==> config.mk <==
export PLATFORM = sky130hd
export DESIGN_NAME = fb_scanout_top
export DESIGN_NICKNAME = d
export VERILOG_FILES = /design/src/rtl/fbscan_pkg.sv /design/src/rtl/fbscan_ctrl.sv /design/src/rtl/fbscan_datapath.sv /design/src/rtl/fb_scanout_top.sv
export SDC_FILE = /design/constraint.sdc
export NUM_CORES = 1
export LEC_CHECK = 0
export ABC_AREA = 0
export CORE_MARGIN = 4
export CORE_UTILIZATION = 29
export CTS_BUF_LIST = sky130_fd_sc_hd__clkbuf_4
export CTS_CLUSTER_DIAMETER = 80
export DETAILED_ROUTE_END_ITERATION = 8
export DONT_BUFFER_PORTS = 1
export PLACE_DENSITY_LB_ADDON = 0.25
export SLEW_MARGIN = 20
export SYNTH_ARGS = -nofsm -noshare
export SYNTH_HDL_FRONTEND = slang
export SYNTH_SLANG_ARGS = --single-unit
==> constraint.sdc <==
create_clock -name clk -period 3 [get_ports clk]
set_input_delay 0.15 -clock clk [delete_from_list [all_inputs] [get_ports clk]]
set_output_delay 0.15 -clock clk [all_outputs]
set_load 0.03 [all_outputs]
==> src/rtl/fbscan_pkg.sv <==
package fbscan_pkg;
  // Strobes from control to datapath
  typedef struct packed {
    logic load;  // move counters to the first pixel
    logic step;  // advance one pixel and capture colour
    logic rot;   // scan direction for this frame
  } scanStrobe_t;
endpackage

==> src/rtl/fbscan_ctrl.sv <==
module fbscan_ctrl
  import fbscan_pkg::*;
#(
  parameter int ADDR_W = 32,
  parameter int BASE_W = 11
) (
  input  logic              clk,
  input  logic              rst_n,
  input  logic              regWrEn,
  input  logic              regAddr,
  input  logic [ADDR_W-1:0] regWrData,
  output logic [ADDR_W-1:0] regRdData,
  input  logic              frameStart,
  input  logic              pixelStep,
  input  logic              lastPix,
  output scanStrobe_t       strobe,
  output logic [BASE_W-1:0] baseHi,
  output logic              dispEn,
  output logic              fetchValid,
  output logic              frameDone
);
  localparam int LOW_W = ADDR_W - BASE_W;

  logic ctrlRot, active, rotFrame, doneQ;

  always_ff @(posedge clk) begin
    if (!rst_n) begin
      baseHi  <= '0;
      dispEn  <= 1'b0;
      ctrlRot <= 1'b0;
    end else if (regWrEn) begin
      if (regAddr) begin
        dispEn  <= regWrData[0];
        ctrlRot <= regWrData[1];
      end else begin
        baseHi <= regWrData[ADDR_W-1 -: BASE_W];
      end
    end
  end

  always_comb begin
    if (regAddr) regRdData = {{(ADDR_W-2){1'b0}}, ctrlRot, dispEn};
    else         regRdData = {baseHi, {LOW_W{1'b0}}};
  end

  always_comb begin
    strobe.load = frameStart & dispEn;
    strobe.step = pixelStep & active & dispEn & ~frameStart;
    strobe.rot  = strobe.load ? ctrlRot : rotFrame;
  end

  always_ff @(posedge clk) begin
    if (!rst_n) begin
      active   <= 1'b0;
      rotFrame <= 1'b0;
      doneQ    <= 1'b0;
    end else begin
      doneQ <= strobe.step & lastPix;
      if (strobe.load) begin
        active   <= 1'b1;
        rotFrame <= ctrlRot;
      end else if (!dispEn || (strobe.step && lastPix)) begin
        active <= 1'b0;
      end
    end
  end

  assign fetchValid = active & dispEn;
  assign frameDone  = doneQ;

  AST_DONE_ONE_CYCLE: assert property (@(posedge clk) disable iff (!rst_n)
    frameDone |=> !frameDone);
  AST_DONE_IDLE: assert property (@(posedge clk) disable iff (!rst_n)
    frameDone |-> !fetchValid);
endmodule

==> src/rtl/fbscan_datapath.sv <==
module fbscan_datapath
  import fbscan_pkg::*;
#(
  parameter int H_VIS  = 640,
  parameter int V_VIS  = 480,
  parameter int COL_W  = 10,
  parameter int ROW_W  = 9,
  parameter int ADDR_W = 32,
  parameter int BASE_W = 11,
  parameter int BYTE_W = 2
) (
  input  logic              clk,
  input  logic              rst_n,
  input  scanStrobe_t       strobe,
  input  logic [BASE_W-1:0] baseHi,
  input  logic              dispEn,
  input  logic [31:0]       fetchData,
  output logic [ADDR_W-1:0] fetchAddr,
  output logic              lastPix,
  output logic [7:0]        pixR,
  output logic [7:0]        pixG,
  output logic [7:0]        pixB
);
  localparam logic [COL_W-1:0] COL_LAST = COL_W'(H_VIS - 1);
  localparam logic [ROW_W-1:0] ROW_LAST = ROW_W'(V_VIS - 1);
  localparam int CHANNELS = 3;

  logic [COL_W-1:0] col;
  logic [ROW_W-1:0] row;
  logic [8*CHANNELS-1:0] pixWord;
  logic [7:0] chanOut [CHANNELS];

  assign lastPix = strobe.rot ? (row == '0 && col == '0)
                              : (row == ROW_LAST && col == COL_LAST);

  always_ff @(posedge clk) begin
    if (!rst_n) begin
      row <= '0;
      col <= '0;
    end else if (strobe.load) begin
      row <= strobe.rot ? ROW_LAST : '0;
      col <= strobe.rot ? COL_LAST : '0;
    end else if (strobe.step && !lastPix) begin
      if (strobe.rot) begin
        if (col == '0) begin
          col <= COL_LAST;
          row <= row - 1'b1;
        end else begin
          col <= col - 1'b1;
        end
      end else begin
        if (col == COL_LAST) begin
          col <= '0;
          row <= row + 1'b1;
        end else begin
          col <= col + 1'b1;
        end
      end
    end
  end

  always_ff @(posedge clk) begin
    if (!rst_n)           pixWord <= '0;
    else if (strobe.step) pixWord <= fetchData[8*CHANNELS-1:0];
  end

  for (genvar ch = 0; ch < CHANNELS; ch++) begin : g_chan
    assign chanOut[ch] = dispEn ? pixWord[8*ch +: 8] : 8'h00;
  end

  assign pixB = chanOut[0];
  assign pixG = chanOut[1];
  assign pixR = chanOut[2];

  assign fetchAddr = {baseHi, row, col, {BYTE_W{1'b0}}};

  AST_COL_RANGE: assert property (@(posedge clk) disable iff (!rst_n)
    col <= COL_LAST);
  AST_ROW_RANGE: assert property (@(posedge clk) disable iff (!rst_n)
    row <= ROW_LAST);
endmodule

==> src/rtl/fb_scanout_top.sv <==
module fb_scanout_top
  import fbscan_pkg::*;
#(
  parameter int H_VIS  = 640,
  parameter int V_VIS  = 480,
  parameter int COL_W  = 10,
  parameter int ROW_W  = 9
) (
  input  logic        clk,
  input  logic        rst_n,
  input  logic        regWrEn,
  input  logic        regAddr,
  input  logic [31:0] regWrData,
  output logic [31:0] regRdData,
  input  logic        frameStart,
  input  logic        pixelStep,
  output logic        fetchValid,
  output logic [31:0] fetchAddr,
  input  logic [31:0] fetchData,
  output logic [7:0]  pixR,
  output logic [7:0]  pixG,
  output logic [7:0]  pixB,
  output logic        frameDone
);
  localparam int ADDR_W = 32;
  localparam int BYTE_W = 2;
  localparam int BASE_W = ADDR_W - ROW_W - COL_W - BYTE_W;

  scanStrobe_t       strobe;
  logic [BASE_W-1:0] baseHi;
  logic              dispEn, lastPix;

  fbscan_ctrl #(.ADDR_W(ADDR_W), .BASE_W(BASE_W)) u_ctrl (
    .clk(clk), .rst_n(rst_n), .regWrEn(regWrEn), .regAddr(regAddr),
    .regWrData(regWrData), .regRdData(regRdData), .frameStart(frameStart),
    .pixelStep(pixelStep), .lastPix(lastPix), .strobe(strobe), .baseHi(baseHi),
    .dispEn(dispEn), .fetchValid(fetchValid), .frameDone(frameDone)
  );

  fbscan_datapath #(
    .H_VIS(H_VIS), .V_VIS(V_VIS), .COL_W(COL_W), .ROW_W(ROW_W),
    .ADDR_W(ADDR_W), .BASE_W(BASE_W), .BYTE_W(BYTE_W)
  ) u_dp (
    .clk(clk), .rst_n(rst_n), .strobe(strobe), .baseHi(baseHi), .dispEn(dispEn),
    .fetchData(fetchData), .fetchAddr(fetchAddr), .lastPix(lastPix),
    .pixR(pixR), .pixG(pixG), .pixB(pixB)
  );

  AST_ADDR_MOVES: assert property (@(posedge clk) disable iff (!rst_n)
    (fetchValid && pixelStep && !frameStart) |=>
      (frameDone || !fetchValid || fetchAddr != $past(fetchAddr)));
endmodule

=== Yosys cells after proc, flatten, opt, wreduce, memory -nomap -nowiden ===
Index checks and enable logic that the tools add are counted.

* Reductions and logical operators: 15
* Add/sub/neg operators: 4
* Shift operators: 0
* Magnitude comparators: 0
* Div/mod/pow operators: 0
* Equal/unequal tests: 3
* Bitwise gates (word level): 8
* $mul: 0
* Muxes and demuxes: 20

{| class="wikitable"
|+ Operator list
! operator !! number
|-
| $mux W10 || 6
|-
| $mux W9 || 6
|-
| $mux W32 || 1
|-
| $mux W8 || 3
|-
| $add A10 B1 Y10 const B || 1
|-
| $eq A10 B10 Y1 const B || 1
|-
| $logic_not A10 Y1 || 1
|-
| $sub A10 B1 Y10 const B || 1
|-
| $add A9 B1 Y9 const B || 1
|-
| $eq A9 B9 Y1 const B || 1
|-
| $logic_not A9 Y1 || 1
|-
| $sub A9 B1 Y9 const B || 1
|-
| $and A1 B1 Y1 || 6
|-
| $logic_and A1 B1 Y1 || 4
|-
| $mux W1 || 4
|-
| $reduce_and A2 Y1 || 2
|-
| $reduce_bool A2 Y1 || 2
|-
| $ne A3 B3 Y1 const B || 1
|-
| $reduce_and A3 Y1 || 1
|-
| $reduce_bool A3 Y1 || 1
|-
| $logic_not A1 Y1 || 2
|-
| $not A1 Y1 || 2
|-
| $logic_or A1 B1 Y1 || 1
|}

* Output and inout bits: 90
* Word-level logic and storage cells: 59
* Flip-flop bits (word level): 59
* Input port bits: 70
* Latch bits: 0
* ROM bits: 0
* RAM bits: 0
* Memories kept: 0

=== Logic depth before layout (Yosys ltp) ===
Gate-level depths: netlist of run 1.

* Depth after elaboration: 7
* Depth in mapped cells: 11
* Gate-level depth less buffers: 10

=== Modules after synthesis ===
A second synthesis of run 1 with hierarchy kept.

* Cells, all modules: 446
* Area, all modules: 3688.5 um^2

{| class="wikitable"
|+ Modules (own cells, without submodules)
! module !! seq. area each (um^2) !! area each (um^2) !! cells each !! times used
|-
| fbscan_datapath || 860.8 || 2786.4 || 340 || 1
|-
| fbscan_ctrl || 320.3 || 902.1 || 106 || 1
|}

=== Least setup slack after synthesis of run 1 ===
OpenSTA, ideal clock, no wires.

* Path kind: register to register
* Start: reg u_dp.col[0]
* End: reg u_dp.row[1]
* Clock period less this slack: 2568 ps
* Arrival: 2413 ps
* Setup slack: 432 ps
* Buffers on the path: 3
* Required time: 2846 ps
* Cell stages (with the launch flop): 12
* Setup time: 154 ps
* Cell sequence: dfxtp_1 > inv_1 > ha_1 > or3b_1 > buf_2 > or2_1 > or3_1 > buf_6 > and3_4 > buf_6 > mux2i_1 > a21oi_1

* Longest elaborated chain between the ends: 7
* Elaborated cells between the ends (all ways): 11
* Those cells by class: 2 x eq/ne; 1 x mux; 8 x reduce/logical

{| class="wikitable"
|+ RTL lines
! element !! RTL line !! source
|-
| start, declared || fbscan_datapath.sv:28 || <nowiki>logic [COL_W-1:0] col;</nowiki>
|-
| start signal, assigned || fbscan_datapath.sv:42 || <nowiki>col <= strobe.rot ? COL_LAST : '0;</nowiki>
|-
| start signal, assigned || fbscan_datapath.sv:49 || <nowiki>col <= col - 1'b1;</nowiki>
|-
| start signal, assigned || fbscan_datapath.sv:56 || <nowiki>col <= col + 1'b1;</nowiki>
|-
| $eq A10 B10 Y1 or $logic_not A10 Y1 (tied branches) || n/a ||
|-
| $logic_and A1 B1 Y1 (on tied branches) || fbscan_datapath.sv:34, fbscan_datapath.sv:33 ||
|-
| $mux W1 || fbscan_datapath.sv:33 || <nowiki>assign lastPix = strobe.rot ? (row == '0 && col == '0)</nowiki>
|-
| $logic_not A1 Y1 || fbscan_datapath.sv:43 || <nowiki>end else if (strobe.step && !lastPix) begin</nowiki>
|-
| $logic_and A1 B1 Y1 || fbscan_datapath.sv:43 ||
|-
| $reduce_bool A2 Y1 (no source line) || n/a ||
|-
| $reduce_and A3 Y1 (no source line) (*) || n/a ||
|-
| end signal, assigned || fbscan_datapath.sv:41 || <nowiki>row <= strobe.rot ? ROW_LAST : '0;</nowiki>
|-
| end signal, assigned || fbscan_datapath.sv:47 || <nowiki>row <= row - 1'b1;</nowiki>
|-
| end signal, assigned || fbscan_datapath.sv:54 || <nowiki>row <= row + 1'b1;</nowiki>
|-
| end, declared || fbscan_datapath.sv:29 || <nowiki>logic [ROW_W-1:0] row;</nowiki>
|}

Every way passes the cells marked *; elsewhere a longest branch is shown, timed or not.
A chain may end at the register's enable or synchronous reset.

=== Final worst setup path of run 1 ===
* Start: reg u_dp.col[0]
* End: reg u_dp.col[2]

* Longest elaborated chain between the ends: 6
* Elaborated cells between the ends (all ways): 15
* Those cells by class: 2 x add/sub; 1 x eq/ne; 6 x mux; 6 x reduce/logical

{| class="wikitable"
|+ RTL lines
! element
|-
| branches (longest 6 deep; another with $add A10 B1 Y10)
|}

Several ways; the timed one is not identified. The select of a mux whose other input is x is not followed.

==> reports/results.ini, run 1 <==
[worst_hold_path]
min_from = rst_n
hold_class = input port to flip-flop

[synthesis]
ys_seq_elements = 59
synthFlopType = dfxtp_1
synth_seq_area_share = 0.342
syn_area_um2 = 3460
async_reset_ff_frac = 0
syn-mean-instance-area_um2 = 7.58
synthDistinctLibCells = 59
synthesis.instances = 456
synth_edf_count = 0
ys.warnings.count = 0

[critical_path]
critical_path.max_fanout = 8
crit_family = simple AND/OR/NAND/NOR gates
slowest_delay_ns = 0.49
r2r-start = u_dp.col[0]$_SDFFE_PN0P_
required_ns = 3.33
critPathCapture = u_dp.col[2]$_SDFFE_PN0P_
regToRegEndpoint = u_dp.col[2]$_SDFFE_PN0P_
slowest_stage = nor4_1
r2r_cells = 8
critPathLaunchType = flip-flop
cp_num_buf_inv = 1
cp.depth = 8
critPathLaunch = u_dp.col[0]$_SDFFE_PN0P_
end_kind = flip-flop
worst_path_most_repeated_cell = nand2_1
reg2reg_slack_ns = 0.36
critical_path_arrival_ns = 2.97
crit_chain = buf_4, ha_1, nand3_1, nor4_1, a41oi_2, nand2_1, nand2_1, a221oi_1
setup.worst_path.class = flip-flop to flip-flop

[clock_tree]
post_cts_resized = 0
clkSlewWorstSetupHoldPaths_ns = 0.10
cts.path.max_buffers = 2
insertion_delay_ns = 0.43
cts_sinks = 59
cts_setup_buffers = 0
htreeDepth = 3
postCtsHoldBufs = 43
cts_buffers = 9
cts-root-buf = clkbuf_4
cts_tree = built

[timing]
finClkSkew_ns = 0.00938
min_period_ns = 2.64
fin_crit_sh = 0.881
fmax_mhz = 378
worstMarginPinSlew_ns = 0.778
hold_viol = 0
rsz0062_at_grt = no
tns_ns = 0
setup_viol = 0
relSlewSlack = 0.480
slew_viol_final = 0

[detailed_routing]
drtIter0Drc = 227
routedWlPerCell_um = 16.1
route.vias.total = 3340
routed_wirelength_um = 10400
drc = 0
drtAntennaViolNets = 0
post_drt_via_cell_ratio = 5.16
firstDrtPassIters = 5

[layout]
nets = 580
syn_to_final_growth_pct = 18.6
drive_above_1_share = 0.0815
design_area_um2 = 4100

[power_and_ir_drop]
power_density_nw_per_um2 = 365
ir_drop_mv = 0.248
leakage_nw = 1.56

[placed_design]
port_buffers = 0
place_hpwl_um = 7340
dpl_cell_area_um2 = 3580
gp_congestion = 0.863

[floorplan]
core_area_um2 = 11600
fp.dieW_um = 117
initial_core_util = 0.299
rows = 39
dieArea_um2 = 13700
io_pins = 160
die_h_um = 117

[global_routing]
grt_pass1_wl_um = 16600
first_global_vias = 3276
antenna_found_initial = 0
grt.overflow.total = 0
track_usage = 0.156
grt_max_degree = 33

[run_status]
status = finished clean

[flow_run]
cap_violations = 0

worst register-to-register path, stage by stage (launching register included):
cell and delay, ns:
dfxtp_1 0.34, buf_4 0.20, ha_1 0.23, nand3_1 0.24, nor4_1 0.49, a41oi_2 0.37, nand2_1 0.27, nand2_1 0.13
a221oi_1 0.27
cells by family (layout without fill, tap and decap cells):
group           count (synthesis)  in the layout  share of synthesized area
other cells                     1             22                    0.00108
compound gates                109            109                      0.196
simple gates                  202            202                      0.286
mux                             6              6                     0.0174
buf+inv                        57             84                     0.0897
xor+xnor                       12             12                     0.0304
fa+ha+maj                      10             10                     0.0384
flops                          59             59                      0.342
worst min-delay path by stage:
stage,end,cells after the start
2_1_floorplan,u_dp.pixWord[0]$_SDFFE_PN0P_,2
3_3_place_gp,u_ctrl.frameDone$_SDFF_PN0_,1
3_5_place_dp,u_ctrl.frameDone$_SDFF_PN0_,1
4_1_cts,u_dp.pixWord[18]$_SDFFE_PN0P_,2
5_1_grt,u_dp.pixWord[18]$_SDFFE_PN0P_,2
6_report,u_dp.pixWord[12]$_SDFFE_PN0P_,2
cell usage in the layout, fill, tap and decap left out, types with 4 or more instances in the layout:
cell type,count
nand3_1,13
ha_1,9
nand4_1,4
and2_1,30
xnor2_1,8
nor2b_1,12
dlygate4sd3_1,43
nor3_1,8
a21oi_1,62
a221oi_1,4
and3_1,5
inv_1,7
mux2i_1,6
o21ai_0,12
nand2_1,89
buf_4,19
nor2_1,21
clkbuf_4,9
conb_1,21
dfxtp_1,59
xor2_1,4
o21a_1,4
Yosys cell counts, drive strengths merged (2+ instances only):
| cell type | n | area, um^2 |
|---|---|---|
| or3b | 2 | 17.5 |
| xnor2 | 8 | 70.1 |
| o21ai | 13 | 65.1 |
| clkbuf | 24 | 90.1 |
| o21a | 4 | 30.0 |
| inv | 7 | 26.3 |
| a21oi | 63 | 327 |
| nor3 | 8 | 40.0 |
| nand3 | 13 | 65.1 |
| and2 | 30 | 188 |
| and3 | 6 | 42.5 |
| o31ai | 3 | 22.5 |
| a221oi | 4 | 35.0 |
| dfxtp | 59 | 1180 |
| a211oi | 2 | 15.0 |
| nor2 | 21 | 78.8 |
| nor2b | 12 | 75.1 |
| xor2 | 4 | 35.0 |
| nor4 | 3 | 18.8 |
| o211ai | 4 | 35.0 |
| buf | 25 | 190 |
| nand4b | 3 | 26.3 |
| ha | 9 | 113 |
| or3 | 2 | 12.5 |
| mux2i | 6 | 60.1 |
| or2 | 3 | 18.8 |
| o41ai | 2 | 17.5 |
| nand4 | 4 | 25.0 |
| a21o | 2 | 15.0 |
| nand2 | 89 | 334 |
stage by stage:
step            util  setup WS [ns]  instances  power (mW)  hold slack [ns]
6_report       0.355          0.357        647        1.50           0.0247
5_1_grt        0.355         0.0991        646        1.59           0.0338
4_1_cts        0.355          0.344        646        1.53          0.00239
3_5_place_dp   0.310          0.379        589        1.02            0.283
3_3_place_gp   0.310          0.395        589        1.02            0.281
2_1_floorplan      -          0.432        476        1.01            0.286
state kept, by name, summed over array words and instances, names as in the netlist:
register,count
u_ctrl.active,1
u_ctrl.baseHi,11
u_ctrl.ctrlRot,1
u_ctrl.dispEn,1
u_ctrl.frameDone,1
u_ctrl.rotFrame,1
u_dp.col,10
u_dp.pixWord,24
u_dp.row,9
per-layer routing:
| metal | up-vias | GRT usage | routed length [um] |
|---|---|---|---|
| li1 | 1621 | - | - |
| met1 | 1574 | 0.177 | 4220 |
| met2 | 121 | 0.265 | 5100 |
| met3 | 24 | 0.0509 | 876 |
| met4 | 0 | 0.0696 | 226 |
| met5 | - | 0 | 0 |
area by class of cell:
cell class | instances | area, um^2
multi-input combinational | 360 | 2050
inverter | 8 | 30.0
antenna | 1 | 2.50
sequential | 59 | 1180
tap | 143 | 179
clock buffer | 9 | 67.6
fill | 1207 | 7460
timing repair buffer | 62 | 573
clock inverter | 5 | 22.5
report_power, final:
group,internal [mW],switching (mW),leakage (nW)
registers,0.798,0.0406,0.477
logic,0.0805,0.130,1.02
clock network,0.151,0.296,0.0563
total,1.03,0.466,1.56
Note: power is estimated with default switching activity, not from simulation.
==> run 2, diff against run 1 <==
--- a/config.mk
+++ b/config.mk
@@ -5,7 +5,6 @@
 export SDC_FILE = /design/constraint.sdc
 export NUM_CORES = 1
 export LEC_CHECK = 0
-export ABC_AREA = 0
 export CORE_MARGIN = 4
 export CORE_UTILIZATION = 29
 export CTS_BUF_LIST = sky130_fd_sc_hd__clkbuf_4
==> constraint.sdc (replaced) <==
create_clock -name clk -period 2.9 [get_ports clk]
set_input_delay 0.145 -clock clk [delete_from_list [all_inputs] [get_ports clk]]
set_output_delay 0.145 -clock clk [all_outputs]
set_load 0.03 [all_outputs]
==> run 2 against run 1 <==
  * Fmax is 2.2% higher
  * Utilization is 0.77 points higher
  * Wire length is 1.5% higher
  * Sequential power is 3.5% higher
  * Clock power is 36% higher
  * Final area is 2.2% higher
  * Critical path depth is 2 higher
  * Global-route usage is 0.15 points higher
  * Register-to-register slack worse by 0.04 ns
  * Combinational power is 6% higher
  * Hold slack better by 0.022 ns
  * Critical path type unchanged
  * Largest power group unchanged
==> reports/results.ini, run 2 (synthesized netlist as in run 1, its figures left out) <==
[layout]
largestRegisters = u_dp.pixWord x24, u_ctrl.baseHi x11, u_dp.col x10  ; unchanged
n_fill_cell = 1202  ; was 1207
design_area_um2 = 4190  ; was 4100 um^2
syn_to_final_growth_pct = 21.2  ; was 18.6%
final_cell_count_no_fill = 654  ; was 647
antenna_cells = 0  ; was 1
mostFrequentLayoutCell = nand2_1  ; unchanged
top_register = u_dp.pixWord  ; unchanged
layout_common_cells = nand2_1 (89), a21oi_1 (62), dfxtp_1 (59)  ; unchanged
nets = 586  ; was 580
largest_register_ffs = 24  ; unchanged
drive_above_1_share = 0.0978  ; was 0.0815

[critical_path]
crit_family = compound AO/OA/AOI/OAI gates  ; was simple AND/OR/NAND/NOR gates
required_ns = 3.22  ; was 3.33 ns
reg2reg_slack_ns = 0.32  ; was 0.36 ns
worst_path_most_repeated_cell = o211ai_1  ; was nand2_1
crit_chain = and3_1, nor2_1, inv_1, buf_4, ha_1, o211ai_1, o21ai_0, o31ai_1, o311ai_0, o211ai_1  ; was buf_4, ha_1, nand3_1, nor4_1, a41oi_2, nand2_1, nand2_1, a221oi_1
cp_num_buf_inv = 2  ; was 1
critical_path_arrival_ns = 2.90  ; was 2.97 ns
critPathLaunchType = flip-flop  ; unchanged
setup.worst_path.class = flip-flop to flip-flop  ; unchanged
end_kind = flip-flop  ; unchanged
slowest_stage = o21ai_0  ; was nor4_1
slowest_delay_ns = 0.40  ; was 0.49 ns
critical_path.max_fanout = 6  ; was 8

[global_routing]
grt_max_degree = 29  ; was 33
antenna_found_initial = 0  ; unchanged
track_usage = 0.157  ; was 0.156
grt.overflow.total = 0  ; unchanged
first_global_vias = 3333  ; was 3276
grt_pass1_wl_um = 16700  ; was 16600 um

[clock_tree]
cts-root-buf = clkbuf_4  ; unchanged
cts.path.max_buffers = 2  ; unchanged
insertion_delay_ns = 0.45  ; was 0.43 ns
cts_sinks = 59  ; unchanged
cts_buffers = 9  ; unchanged
cts_tree = built  ; unchanged
htreeDepth = 3  ; unchanged
clkSlewWorstSetupHoldPaths_ns = 0.13  ; was 0.10 ns

[detailed_routing]
route.vias.total = 3353  ; was 3340
routedWlPerCell_um = 16.2  ; was 16.1 um
firstDrtPassIters = 4  ; was 5
routed_wirelength_um = 10600  ; was 10400 um
drc = 0  ; unchanged
drtIter0Drc = 192  ; was 227
post_drt_via_cell_ratio = 5.13  ; was 5.16
drtAntennaViolNets = 0  ; unchanged

[floorplan]
io_pins = 160  ; unchanged
initial_core_util = 0.299  ; unchanged
die_h_um = 117  ; unchanged
rows = 39  ; unchanged
core_area_um2 = 11600  ; unchanged
fp.dieW_um = 117  ; unchanged
dieArea_um2 = 13700  ; unchanged

[timing]
finClkSkew_ns = 0.0256  ; was 0.00938 ns
rsz0062_at_grt = no  ; unchanged
whs_ns = 0.0467  ; was 0.0247 ns
slew_viol_final = 0  ; unchanged
fin_crit_sh = 0.891  ; was 0.881
hold_viol = 0  ; unchanged
min_period_ns = 2.58  ; was 2.64 ns
tns_ns = 0  ; unchanged
worstMarginPinSlew_ns = 0.742  ; was 0.778 ns
fmax_mhz = 387  ; was 378 MHz
setup_viol = 0  ; unchanged
relSlewSlack = 0.504  ; was 0.480

[worst_hold_path]
hold_class = input port to flip-flop  ; unchanged

[placed_design]
dp_cells = 595  ; was 589
dpl_cell_area_um2 = 3620  ; was 3580 um^2
place_hpwl_um = 7480  ; was 7340 um
port_buffers = 0  ; unchanged
gp_congestion = 0.883  ; was 0.863

[flow_run]
cap_violations = 0  ; unchanged

[power_and_ir_drop]
leakage_nw = 1.59  ; was 1.56 nW
power.total_mw = 1.70  ; was 1.50 mW
power_density_nw_per_um2 = 405  ; was 365 nW/um^2
ir_drop_mv = 0.272  ; was 0.248 mV

[run_status]
status = finished clean  ; unchanged

## run 2: cell count changes in the layout (fill, tap and decap cells not counted), sizes merged
cell	previous run	this run
buf	19	25
bufinv	0	1
clkinv	6	3
clkinvlp	0	4
diode	1	0
## run 2: report_power, final
part	leakage (nW)	switching [mW]	internal [mW]
Sequential	0.477	0.0409	0.826
Clock	0.0616	0.353	0.257
Combinational	1.05	0.137	0.0860
Total	1.59	0.531	1.17
## run 2: layer usage
metal	track usage	part of all wire
met5	0	0
met1	0.187	0.42
met2	0.256	0.47
met4	0.0826	0.024
met3	0.0463	0.085
## run 2: final timing paths
path	start	depth (start not counted)	to
hold / removal	regAddr	3	u_ctrl.baseHi[7]$_SDFFE_PN0P_
setup / recovery	u_ctrl.ctrlRot$_SDFFE_PN0P_	10	u_dp.row[8]$_SDFFE_PN0P_
setup reg to reg	u_ctrl.ctrlRot$_SDFFE_PN0P_	10	u_dp.row[8]$_SDFFE_PN0P_
hold reg to reg	u_dp.pixWord[0]$_SDFFE_PN0P_	2	u_dp.pixWord[0]$_SDFFE_PN0P_
## run 2: cell type report
type | instances | area (um^2) | share of cell area
multi-input cells | 360 | 2050 | 0.488
flip-flops and latches | 59 | 1180 | 0.282
repair buffers | 68 | 618 | 0.147
well taps | 143 | 179 | 0.0427
clock inverters | 7 | 68.8 | 0.0164
clock buffers | 9 | 67.6 | 0.0161
inverters | 8 | 30.0 | 0.00716
## run 2: what timing repair did
| action | CTS | global route |
|---|---|---|
| hold buffers | 43 | 0 |
| setup buffers | 0 | 0 |
| gates resized for setup | 0 | 0 |
| hold endpoints to repair | 55 | 0 |
## run 2: tightest hold or removal path, delay by kind of cell
kind            cells  cell delay (ns)
compound gates      1             0.05
simple gates        2             0.24
## run 2: through the flow
stage | utilization | setup WS [ns]
CTS | 0.362 | 0.337
detailed placement | 0.313 | 0.360
global route | 0.362 | 0.101
global placement | 0.313 | 0.411
floorplan | - | 0.332
finish | 0.362 | 0.315
==> run 3, diff against run 2 <==
==> constraint.sdc (replaced) <==
create_clock -name clk -period 2.5 [get_ports clk]
set_input_delay 0.125 -clock clk [delete_from_list [all_inputs] [get_ports clk]]
set_output_delay 0.125 -clock clk [all_outputs]
set_load 0.03 [all_outputs]
==> run 3 against run 2 <==
  * Count of clock-buffer cells in the layout increased by 2
  * Setup slack worse by 0.13 ns
  * Final area rose by 4.9%
  * Wire length down 0.95%
  * Power is 22% higher
  * Fmax grew 12%
  * Clock skew down 0.0098 ns
  * Combinational power up 27%
  * Non-clock buffer count rose by 21
  * Critical path depth is 2 lower
==> reports/results.ini, run 3 (synthesized netlist as in run 1, its figures left out) <==
[layout]
drive_above_1_share = 0.148  ; was 0.0978
layout_common_cells = nand2_1 (89), a21oi_1 (62), dfxtp_1 (56)  ; was nand2_1 (89), a21oi_1 (62), dfxtp_1 (59)
largestRegisters = u_dp.pixWord x24, u_ctrl.baseHi x11, u_dp.col x10  ; unchanged
largest_register_ffs = 24  ; unchanged
utilization = 0.380  ; was 0.362
nets = 607  ; was 586
top_register = u_dp.pixWord  ; unchanged
final_cell_count_no_fill = 675  ; was 654
design_area_um2 = 4400  ; was 4190 um^2
syn_to_final_growth_pct = 27.1  ; was 21.2%
mostFrequentLayoutCell = nand2_1  ; unchanged
antenna_cells = 0  ; unchanged
n_fill_cell = 1169  ; was 1202

[timing]
finClkSkew_ns = 0.0158  ; was 0.0256 ns
fin_crit_sh = 0.927  ; was 0.891
relSlewSlack = 0.493  ; was 0.504
worstMarginPinSlew_ns = 0.759  ; was 0.742 ns
slew_viol_final = 0  ; unchanged
whs_ns = 0.0445  ; was 0.0467 ns
setup_viol = 0  ; unchanged
hold_viol = 0  ; unchanged
fmax_mhz = 432  ; was 387 MHz
min_period_ns = 2.32  ; was 2.58 ns
rsz0062_at_grt = no  ; unchanged
tns_ns = 0  ; unchanged
setup_ws_ns = 0.183  ; was 0.315 ns

[critical_path]
slowest_delay_ns = 0.43  ; was 0.40 ns
end_kind = flip-flop  ; unchanged
r2r-start = u_dp.col[0]$_SDFFE_PN0P_  ; was u_ctrl.ctrlRot$_SDFFE_PN0P_
critical_path_arrival_ns = 2.62  ; was 2.90 ns
crit_family = simple AND/OR/NAND/NOR gates  ; was compound AO/OA/AOI/OAI gates
cp_num_buf_inv = 1  ; was 2
required_ns = 2.80  ; was 3.22 ns
slowest_stage = or3_4  ; was o21ai_0
setup.worst_path.class = flip-flop to flip-flop  ; unchanged
critical_path.max_fanout = 7  ; was 6
crit_chain = inv_1, ha_1, or3b_1, or2_1, or3_4, and2_1, a211oi_1, nor3_1  ; was and3_1, nor2_1, inv_1, buf_4, ha_1, o211ai_1, o21ai_0, o31ai_1, o311ai_0, o211ai_1
critPathLaunch = u_dp.col[0]$_SDFFE_PN0P_  ; was u_ctrl.ctrlRot$_SDFFE_PN0P_
critPathLaunchType = flip-flop  ; unchanged

[placed_design]
place_hpwl_um = 7600  ; was 7480 um
port_buffers = 0  ; unchanged
pre_cts_ws_ns = 0.103  ; was 0.360 ns
dp_cells = 616  ; was 595
gp_congestion = 0.884  ; was 0.883
dpl_cell_area_um2 = 3780  ; was 3620 um^2

[detailed_routing]
routed_wirelength_um = 10500  ; was 10600 um
routedWlPerCell_um = 15.5  ; was 16.2 um
firstDrtPassIters = 4  ; unchanged
drc = 0  ; unchanged
post_drt_via_cell_ratio = 5.17  ; was 5.13
route.vias.total = 3487  ; was 3353
drtIter0Drc = 178  ; was 192
drtAntennaViolNets = 0  ; unchanged

[floorplan]
io_pins = 160  ; unchanged
die_h_um = 117  ; unchanged
dieArea_um2 = 13700  ; unchanged
core_area_um2 = 11600  ; unchanged
initial_core_util = 0.299  ; unchanged
rows = 39  ; unchanged
fp.dieW_um = 117  ; unchanged

[power_and_ir_drop]
power.total_mw = 2.07  ; was 1.70 mW
cell_internal_pwr_mw = 1.49  ; was 1.17 mW
swShare = 0.279  ; was 0.312
ir_drop_mv = 0.266  ; was 0.272 mV
p_switching_mw = 0.578  ; was 0.531 mW
seq_power_share = 0.479  ; was 0.510
combPwrFrac = 0.137  ; was 0.131
power_density_nw_per_um2 = 471  ; was 405 nW/um^2
clkPwrFrac = 0.384  ; was 0.359
leakage_nw = 1.73  ; was 1.59 nW

[flow_run]
cap_violations = 0  ; unchanged

[clock_tree]
cts_sinks = 59  ; unchanged
cts_tree = built  ; unchanged
cts_setup_buffers = 0  ; unchanged
cts.path.max_buffers = 2  ; unchanged
clkSlewWorstSetupHoldPaths_ns = 0.11  ; was 0.13 ns
cts-root-buf = clkbuf_4  ; unchanged
insertion_delay_ns = 0.43  ; was 0.45 ns
htreeDepth = 3  ; unchanged
cts_buffers = 9  ; unchanged

[worst_hold_path]
min_from = regAddr  ; unchanged
hold_class = input port to flip-flop  ; unchanged

[run_status]
status = finished clean  ; unchanged

[global_routing]
track_usage = 0.152  ; was 0.157
first_global_vias = 3356  ; was 3333
antenna_found_initial = 0  ; unchanged
grt.overflow.total = 0  ; unchanged
grt_max_degree = 26  ; was 29
grt_pass1_wl_um = 16400  ; was 16700 um

[run 3: cell types whose count changed in the layout (fill, tap and decap cells not counted), moves of 2 or more]
cell,change
dfxtp_2,+3
clkinvlp_4,-4
buf_4,+21
clkbuf_4,+2
dfxtp_1,-3
[run 3: final cells by class]
type                       count  area [um^2]  share of cell area
sequential                    59         1180               0.270
inverter                       8         30.0             0.00683
multi-input combinational    360         2070               0.470
timing repair buffer          89          776               0.176
tap                          143          179              0.0407
clock inverter                 5         77.6              0.0176
clock buffer                  11         82.6              0.0188
[run 3: per-layer routing]
metal,track usage,up-vias,routed length [um]
met2,0.248,144,4990
met1,0.181,1648,4300
met5,0,-,0
met3,0.0494,23,922
met4,0.0719,0,263
li1,-,1672,-
[run 3: worst reg2reg max path: cells and delay by family, from the launching register on]
kind            cells  cell delay [ns]
simple gates        5             1.39
buf+inv             1             0.07
flops               1             0.34
fa+ha+maj           1             0.18
compound gates      1             0.23
[run 3: power groups by stage]
stage          registers [mW]  logic, mW  clock network [mW]
2_1_floorplan            1.03      0.185                   0
3_3_place_gp             1.01      0.225                   0
3_5_place_dp             1.01      0.227                   0
4_1_cts                 0.992      0.283               0.826
5_1_grt                 0.995      0.311               0.865
6_report                0.991      0.284               0.795
[run 3: final timing paths]
path | endpoint | slack (ns) | depth (start not counted)
max reg2reg | u_dp.col[4]$_SDFFE_PN0P_ | 0.18 | 8
min | u_ctrl.baseHi[1]$_SDFFE_PN0P_ | 0.04 | 3
min reg2reg | u_dp.pixWord[17]$_SDFFE_PN0P_ | 0.46 | 2
max | u_dp.col[4]$_SDFFE_PN0P_ | 0.18 | 8
[run 3: what timing repair did]
action                                  4_1_cts  5_1_grt
resized for setup                             0        6
endpoints found under the setup margin        0       11
hold buffers                                 43        0
hold endpoints to repair                     51        0
